**config.mk**
```make
export PLATFORM = sky130hd
export DESIGN_NAME = sd_cmd_serializer
export DESIGN_NICKNAME = d
export VERILOG_FILES = /design/src/rtl/sd_cmd_serializer.sv
export SDC_FILE = /design/constraint.sdc
export NUM_CORES = 1
export LEC_CHECK = 0
export ABC_AREA = 0
export BUFFER_PORTS_ARGS = -buffer_cell sky130_fd_sc_hd__buf_4
export CAP_MARGIN = 5
export CORE_UTILIZATION = 45
export CTS_CLUSTER_DIAMETER = 100
export CTS_CLUSTER_SIZE = 30
export DETAILED_ROUTE_END_ITERATION = 8
export GPL_ROUTABILITY_DRIVEN = 0
export PLACE_DENSITY = 0.74
export RECOVER_POWER = 100
export SLEW_MARGIN = 20
export SYNTH_ARGS = -nofsm -noshare
export SYNTH_HDL_FRONTEND = slang
export SYNTH_SLANG_ARGS = --single-unit
```
**constraint.sdc**
```tcl
create_clock -name clk -period 2.5 [get_ports clk]
set_input_delay 0.625 -clock clk [delete_from_list [all_inputs] [get_ports clk]]
set_output_delay 0.625 -clock clk [all_outputs]
set_load 0.02 [all_outputs]
```
**src/rtl/sd_cmd_serializer.sv**
```systemverilog
module sd_cmd_serializer #(
  parameter int IDX_W  = 6,
  parameter int ARG_W  = 32,
  parameter int FUNC_W = 3,
  parameter int ADDR_W = 17,
  parameter int DATA_W = 8,
  parameter int CRC_W  = 7,
  parameter logic [CRC_W-1:0] CRC_POLY = 7'h09,
  parameter logic [IDX_W-1:0] REG_CMD_IDX = 6'd52
) (
  input  logic              clk,
  input  logic              rst_n,
  input  logic              start,
  input  logic              raw_mode,
  input  logic [IDX_W-1:0]  cmd_index,
  input  logic [ARG_W-1:0]  raw_arg,
  input  logic              wr_flag,
  input  logic [FUNC_W-1:0] func_num,
  input  logic              rdback_flag,
  input  logic [ADDR_W-1:0] reg_addr,
  input  logic [DATA_W-1:0] wr_data,
  input  logic              bit_tick,
  output logic              cmd_out,
  output logic              cmd_oe,
  output logic              busy,
  output logic              done
);
  localparam int HDR_W   = 2 + IDX_W + ARG_W;
  localparam int FRAME_W = HDR_W + CRC_W + 1;
  localparam int CNT_W   = $clog2(FRAME_W + 1);
  localparam int CSEL_W  = $clog2(CRC_W);
  localparam logic [CNT_W-1:0] HDR_END = CNT_W'(HDR_W);
  localparam logic [CNT_W-1:0] CRC_END = CNT_W'(HDR_W + CRC_W);
  localparam logic [CNT_W-1:0] CRC_TOP = CNT_W'(HDR_W + CRC_W - 1);

  logic [HDR_W-1:0] sh_q;
  logic [CRC_W-1:0] crc_q;
  logic [CNT_W-1:0] cnt_q;
  logic             busy_q, done_q, out_q, oe_q;

  wire [ARG_W-1:0] packed_arg = {wr_flag, func_num, rdback_flag, 1'b0,
                                 reg_addr, 1'b0, wr_data};
  wire [HDR_W-1:0] hdr = {1'b0, 1'b1,
                          raw_mode ? cmd_index : REG_CMD_IDX,
                          raw_mode ? raw_arg   : packed_arg};

  wire             fb       = crc_q[CRC_W-1] ^ sh_q[HDR_W-1];
  wire [CRC_W-1:0] crc_next = {crc_q[CRC_W-2:0], 1'b0} ^ ({CRC_W{fb}} & CRC_POLY);
  wire [CNT_W-1:0] crc_pos  = CRC_TOP - cnt_q;

  always_ff @(posedge clk or negedge rst_n) begin
    if (!rst_n) begin
      sh_q   <= '0;
      crc_q  <= '0;
      cnt_q  <= '0;
      busy_q <= 1'b0;
      done_q <= 1'b0;
      out_q  <= 1'b1;
      oe_q   <= 1'b0;
    end else begin
      done_q <= 1'b0;
      if (!busy_q && start) begin
        sh_q   <= hdr;
        crc_q  <= '0;
        cnt_q  <= '0;
        busy_q <= 1'b1;
      end else if (busy_q && bit_tick) begin
        cnt_q <= cnt_q + 1'b1;
        if (cnt_q < HDR_END) begin
          out_q <= sh_q[HDR_W-1];
          oe_q  <= 1'b1;
          sh_q  <= sh_q << 1;
          crc_q <= crc_next;
        end else if (cnt_q < CRC_END) begin
          out_q <= crc_q[crc_pos[CSEL_W-1:0]];
        end else if (cnt_q == CRC_END) begin
          out_q <= 1'b1;
        end else begin
          out_q  <= 1'b1;
          oe_q   <= 1'b0;
          busy_q <= 1'b0;
          done_q <= 1'b1;
        end
      end
    end
  end

  assign cmd_out = out_q;
  assign cmd_oe  = oe_q;
  assign busy    = busy_q;
  assign done    = done_q;
endmodule

```
# [Word-level counts from Yosys, hierarchy flattened]
# Index checks and enable logic that the tools add are counted.
[totals] regBits=57 input_bits=73 output_inout_bits=4 word_cells=55
[op_classes] addsub=2 order_cmp=3 n_eq_ne=6 n_mux=25 bitwise=3 n_reduce_logical=9
[ops] op="2-to-1 mux 40 bit" n=3
[ops] op="2-to-1 mux 32 bit" n=1
[ops] op="2-to-1 mux 7 bit" n=3
[ops] op="2-to-1 mux 6 bit" n=3
[ops] op="2-to-1 mux 1 bit" n=14
[ops] op="< comparator 6 bit, second input constant" n=2
[ops] op="inequality test 2 bit, second input constant" n=5
[ops] op="AND reduction 4 bit" n=2
[ops] op="XOR 7 x 4 -> 7 bit" n=1
[ops] op="adder 6 x 1 -> 6 bit, second input constant" n=1
[ops] op="== test 6 bit, second input constant" n=1
[ops] op="< comparator 3 x 4 -> 1 bit, second input constant" n=1
[ops] op="AND reduction 2 bit" n=2
[ops] op="nonzero test 2 bit" n=2
[ops] op="binary-select mux 1 bit (select 3 bit)" n=1
[ops] op="subtractor 3 bit, first input constant" n=1
[ops] op="logical AND 1 bit" n=2
[ops] op="zero test 1 bit" n=1
[ops] op="inverter 1 bit" n=1
[ops] op="XOR 1 bit" n=1

# [Longest topological paths before layout]
[depth] depth_word=6 ltp_mapped=6 depth_no_buf=5

# [Least setup slack after synthesis]
# OpenSTA, ideal clock, no wires.
[synth_timing] path_kind="reg-to-reg" start="reg cnt_q[0]" end="reg out_q (netlist: cmd_out)" setup_time_ns=0.084 t_arrival_ns=1.695 t_required_ns=2.416 path_slack_ns=0.721 stages_incl_launch_ff=6 n_path_buf=0 synth_period_minus_slack_ns=1.779 cell_sequence="dfrtp_1 -> ha_1 -> xnor2_1 -> mux4_2 -> nor4_2 -> nor3_1"
[synth_between] elab_chain_cells=5 elab_cells_between_ends=7 classes_between="add/sub: 1; order compare: 2; mux: 4"
[synth_rtl] item="start, declared" line_no="38" rtl="logic [CNT_W-1:0] cnt_q;"
[synth_rtl] item="start signal, assigned" line_no="68" rtl="cnt_q <= cnt_q + 1'b1;"
[synth_rtl] item="subtractor 3 bit" line_no="49" rtl="wire [CNT_W-1:0] crc_pos = CRC_TOP - cnt_q;"
[synth_rtl] item="binary-select mux 1 bit (select 3 bit)" line_no="75" rtl="out_q <= crc_q[crc_pos[CSEL_W-1:0]];"
[synth_rtl] item="2-to-1 mux 1 bit (implied by the code)" line_no="75"
[synth_rtl] item="2-to-1 mux 1 bit" line_no="74" rtl="end else if (cnt_q < CRC_END) begin"
[synth_rtl] item="2-to-1 mux 1 bit *" line_no="69" rtl="if (cnt_q < HDR_END) begin"
[synth_rtl] item="end signal, assigned" line_no="70" rtl="out_q <= sh_q[HDR_W-1];"
[synth_rtl] item="end signal, assigned" line_no="75"
[synth_rtl] item="end, declared" line_no="39" rtl="logic busy_q, done_q, out_q, oe_q;"
# Every way passes the cells marked *; elsewhere a longest branch is shown, timed or not. The select of a mux whose other input is x is not followed.
# A chain may end at the register's enable or synchronous reset.

# [Worst setup path in the final report]
[layout_timing] start="reg busy_q (netlist: busy)" end="reg sh_q[33]"
[layout_between] elab_chain_cells=4 elab_cells_between_ends=7 classes_between="mux: 1; reduce/logical: 6"
[layout_rtl] item="start, declared" line_no="39"
[layout_rtl] item="start signal, assigned" line_no="56" rtl="busy_q <= 1'b0;"
[layout_rtl] item="start signal, assigned" line_no="66" rtl="busy_q <= 1'b1;"
[layout_rtl] item="start signal, assigned" line_no="81" rtl="busy_q <= 1'b0;"
[layout_rtl] item="zero test 1 bit" line_no="62" rtl="if (!busy_q && start) begin"
[layout_rtl] item="logical AND 1 bit" line_no="62"
[layout_rtl] item="nonzero test 2 bit (no source line)"
[layout_rtl] item="AND reduction 2 bit (no source line)"
[layout_rtl] item="end signal, assigned" line_no="63" rtl="sh_q <= hdr;"
[layout_rtl] item="end signal, assigned" line_no="72" rtl="sh_q <= sh_q << 1;"
[layout_rtl] item="end, declared" line_no="36" rtl="logic [HDR_W-1:0] sh_q;"
# Parallel ways exist; a longest one is shown, timed or not.

==> run metrics <==
final non-filler cell total=483; Post-CTS Setup Inserts=0; setup tns final=0 ns; clk buf depth=2; most frequent cells in the layout=nand2_1 (96), buf_4 (72), dfrtp_1 (56); Yosys cell types=31; vias in the first global route=about 2,400; row count=29; Synth Area in Compound Gates=a little under a fifth; width of the die=between 80 and 90 µm; largest family of logic cells by synthesized area=simple AND/OR/NAND/NOR gates; pwr/cell area=between 600 and 700 nW/µm²; grt total ovfl=0; area leader, netlist=dfrtp_1; Seq cells post-synth=between 50 and 60; CP Launch Type=flop; Critical Path RT=2.69 ns; final wirelength=approximately 6400 µm; Die Height=between 80 and 90 µm; Tot GR Track Use=20.2%; final instance area=around 3700 µm²; die area=between 6000 and 7000 µm²; Core Area=about 6300 µm²; placed cell count=~470; antenna viol nets, final=0; htree depth=3; Synth Area in Adders=less than 1%; global-route wire length before repair=around 10,000 µm; Peak VDD IR=446 µV; Worst Path Class, Setup=flop to flop; I/O Buffers=76; cell area after placement=between 3000 and 4000 µm²; filler cell count=about 570; Multi-input gate area=1380 µm²; hold crit path type=flop to flop; post-layout minimum cycle time=roughly 2.0 ns; clock skew=between 0.006 and 0.007 ns; Antenna diodes=0; Routed WL per cell=between 10 and 15 µm; Post-CTS Hold Buffers=0; commonest non-fill, non-tap cell in the layout=nand2_1; number of iterations in the first detailed-routing pass=4; # resized after CTS=0; Max Cap Viol=0; CP max FO=39; Reg area=approximately 1400 µm²; Slew Limit Fails=0; CTS Buf Count=9; Slew @ Worst Pin=1.40 ns; register area share after synthesis=around half; Area Overhead vs Synth=25.1%; clk root buf=clkbuf_8; synthesized area per cell=between 8 and 9 µm²; status=finished clean; RSZ-0062 raised after global routing=false; cell count after synthesis=approximately 340; initial antenna violation count=0; post-DP HPWL=a little over 4000 µm; warnings from Yosys=0; Final Cycle Share=approximately 80%; setup violators final=0; relative slew slack=roughly 6.6%; mux cell area share after synthesis=between 1.5 and 2%; CP Capture Type=flop; detailed-route via count=between 2,000 and 3,000; Mapped Nets=slightly above 400; leak pwr=0.00163 µW; Synth area leaders=dfrtp_1 (48%), nand2_1 (12%), a31oi_1 (7.7%), a211oi_1 (7.4%), nor2b_1 (6.4%); NumNets Final=approximately 480; Hold Fails Final Rpt=0; DRC viols=0; Crit path arrival time=~2.2 ns; clk_lat worst skew=0.33 ns; vias per cell=approximately 5.5; Peak Freq=about 500 MHz; CTS tree=yes; io pins=77; synthesized area=2930 µm²; top cell type's share of synthesized area=between 40% and 50%; Synth Area in Simple Gates=about a quarter; post-synthesis xor/xnor area fraction=between 1 and 1.5%; clk slew on worst S/H paths=~0.06 ns; ratio of cells with drive above 1 in the final layout=between 20% and 30%; pin count of the biggest net entering global routing=between 80 and 90; DR iter-0 viols=181; Initial Util=around 46%; clock sink count=between 50 and 60
[worst max-delay path, cell delays in order, from the launching register on]
cell     delay [ns]
dfrtp_1        0.42
and2_0         0.52
nand2_1        0.35
buf_4          0.36
nand2_1        0.12
a31oi_1        0.09
[cell families (layout without fill, tap and decap cells)]
family,Yosys count,count (layout)
flops,57,57
buf+inv,29,97
xor+xnor,4,4
mux,4,4
compound gates,85,85
fa+ha+maj,1,1
simple gates,158,158
[layout make-up]
class	instances	area share, %
flip-flops and latches	57	38.9
multi-input cells	252	37.6
repair buffers	79	16.4
clock buffers	12	3.69
well taps	77	2.63
clock inverters	4	0.546
inverters	2	0.205
[where the power goes]
group / internal [µW] / switching (µW)
clock network: 353 / 349
logic: 242 / 222
registers: 1080 / 132
total: 1670 / 703
[metal layers]
metal	vias up	share of wire, %	track usage, %
li1	1313	-	-
met1	1251	47	24.6
met2	75	47	33.9
met3	4	5.1	6.37
met4	0	0.57	6.38
met5	-	0	0
[state kept, by name (all words and copies together) (netlist names)]
register  count
busy          1
cmd_oe        1
cmd_out       1
cnt_q         6
crc_q         7
done          1
sh_q         40
[synthesized netlist by cell type]
cell type   n
nor3b_1     3
buf_2       9
nand2_1    96
dfstp_2     1
nand2b_1    2
xor2_1      2
nor2b_1    30
o22ai_1     1
clkbuf_1   16
nand4_1     3
o21ai_0    11
a31oi_1    36
nor3_1      1
inv_1       2
and2_1      2
mux2i_1     3
a22o_1      1
a211oi_1   29
a21oi_1     6
mux4_2      1
nor4_2      1
xnor2_1     2
nand3_1    10
dfrtp_1    56
and3_1      2
nor2_1      6
buf_1       2
a32oi_1     1
ha_1        1
nand3b_1    1
nor4_1      1
[stage by stage]
stage                     power [µW]  utilization [%]  setup slack (ns)  hold WS [ns]
after floorplan                 1510                -             0.721         0.329
after global placement          1680             56.0             0.455         0.446
after detailed placement        1700             56.0             0.400         0.463
after CTS                       2410             58.4             0.539         0.355
after global routing            2530             58.1             0.324         0.500
final                           2380             58.1             0.487         0.471
[worst paths after layout]
check | cells after the start | slack (ns) | end | start
worst max register to register | 5 | 0.49 | sh_q[33] | busy
worst min-delay path | 2 | 0.47 | sh_q[39] | sh_q[38]
min in group asynchronous | 1 | 0.62 | crc_q[3] | rst_n
worst max-delay path | 5 | 0.49 | sh_q[33] | busy
worst min register to register | 2 | 0.47 | sh_q[39] | sh_q[38]
max in group asynchronous | 1 | 1.05 | sh_q[31] | rst_n
(Power assumes the default switching activity.)
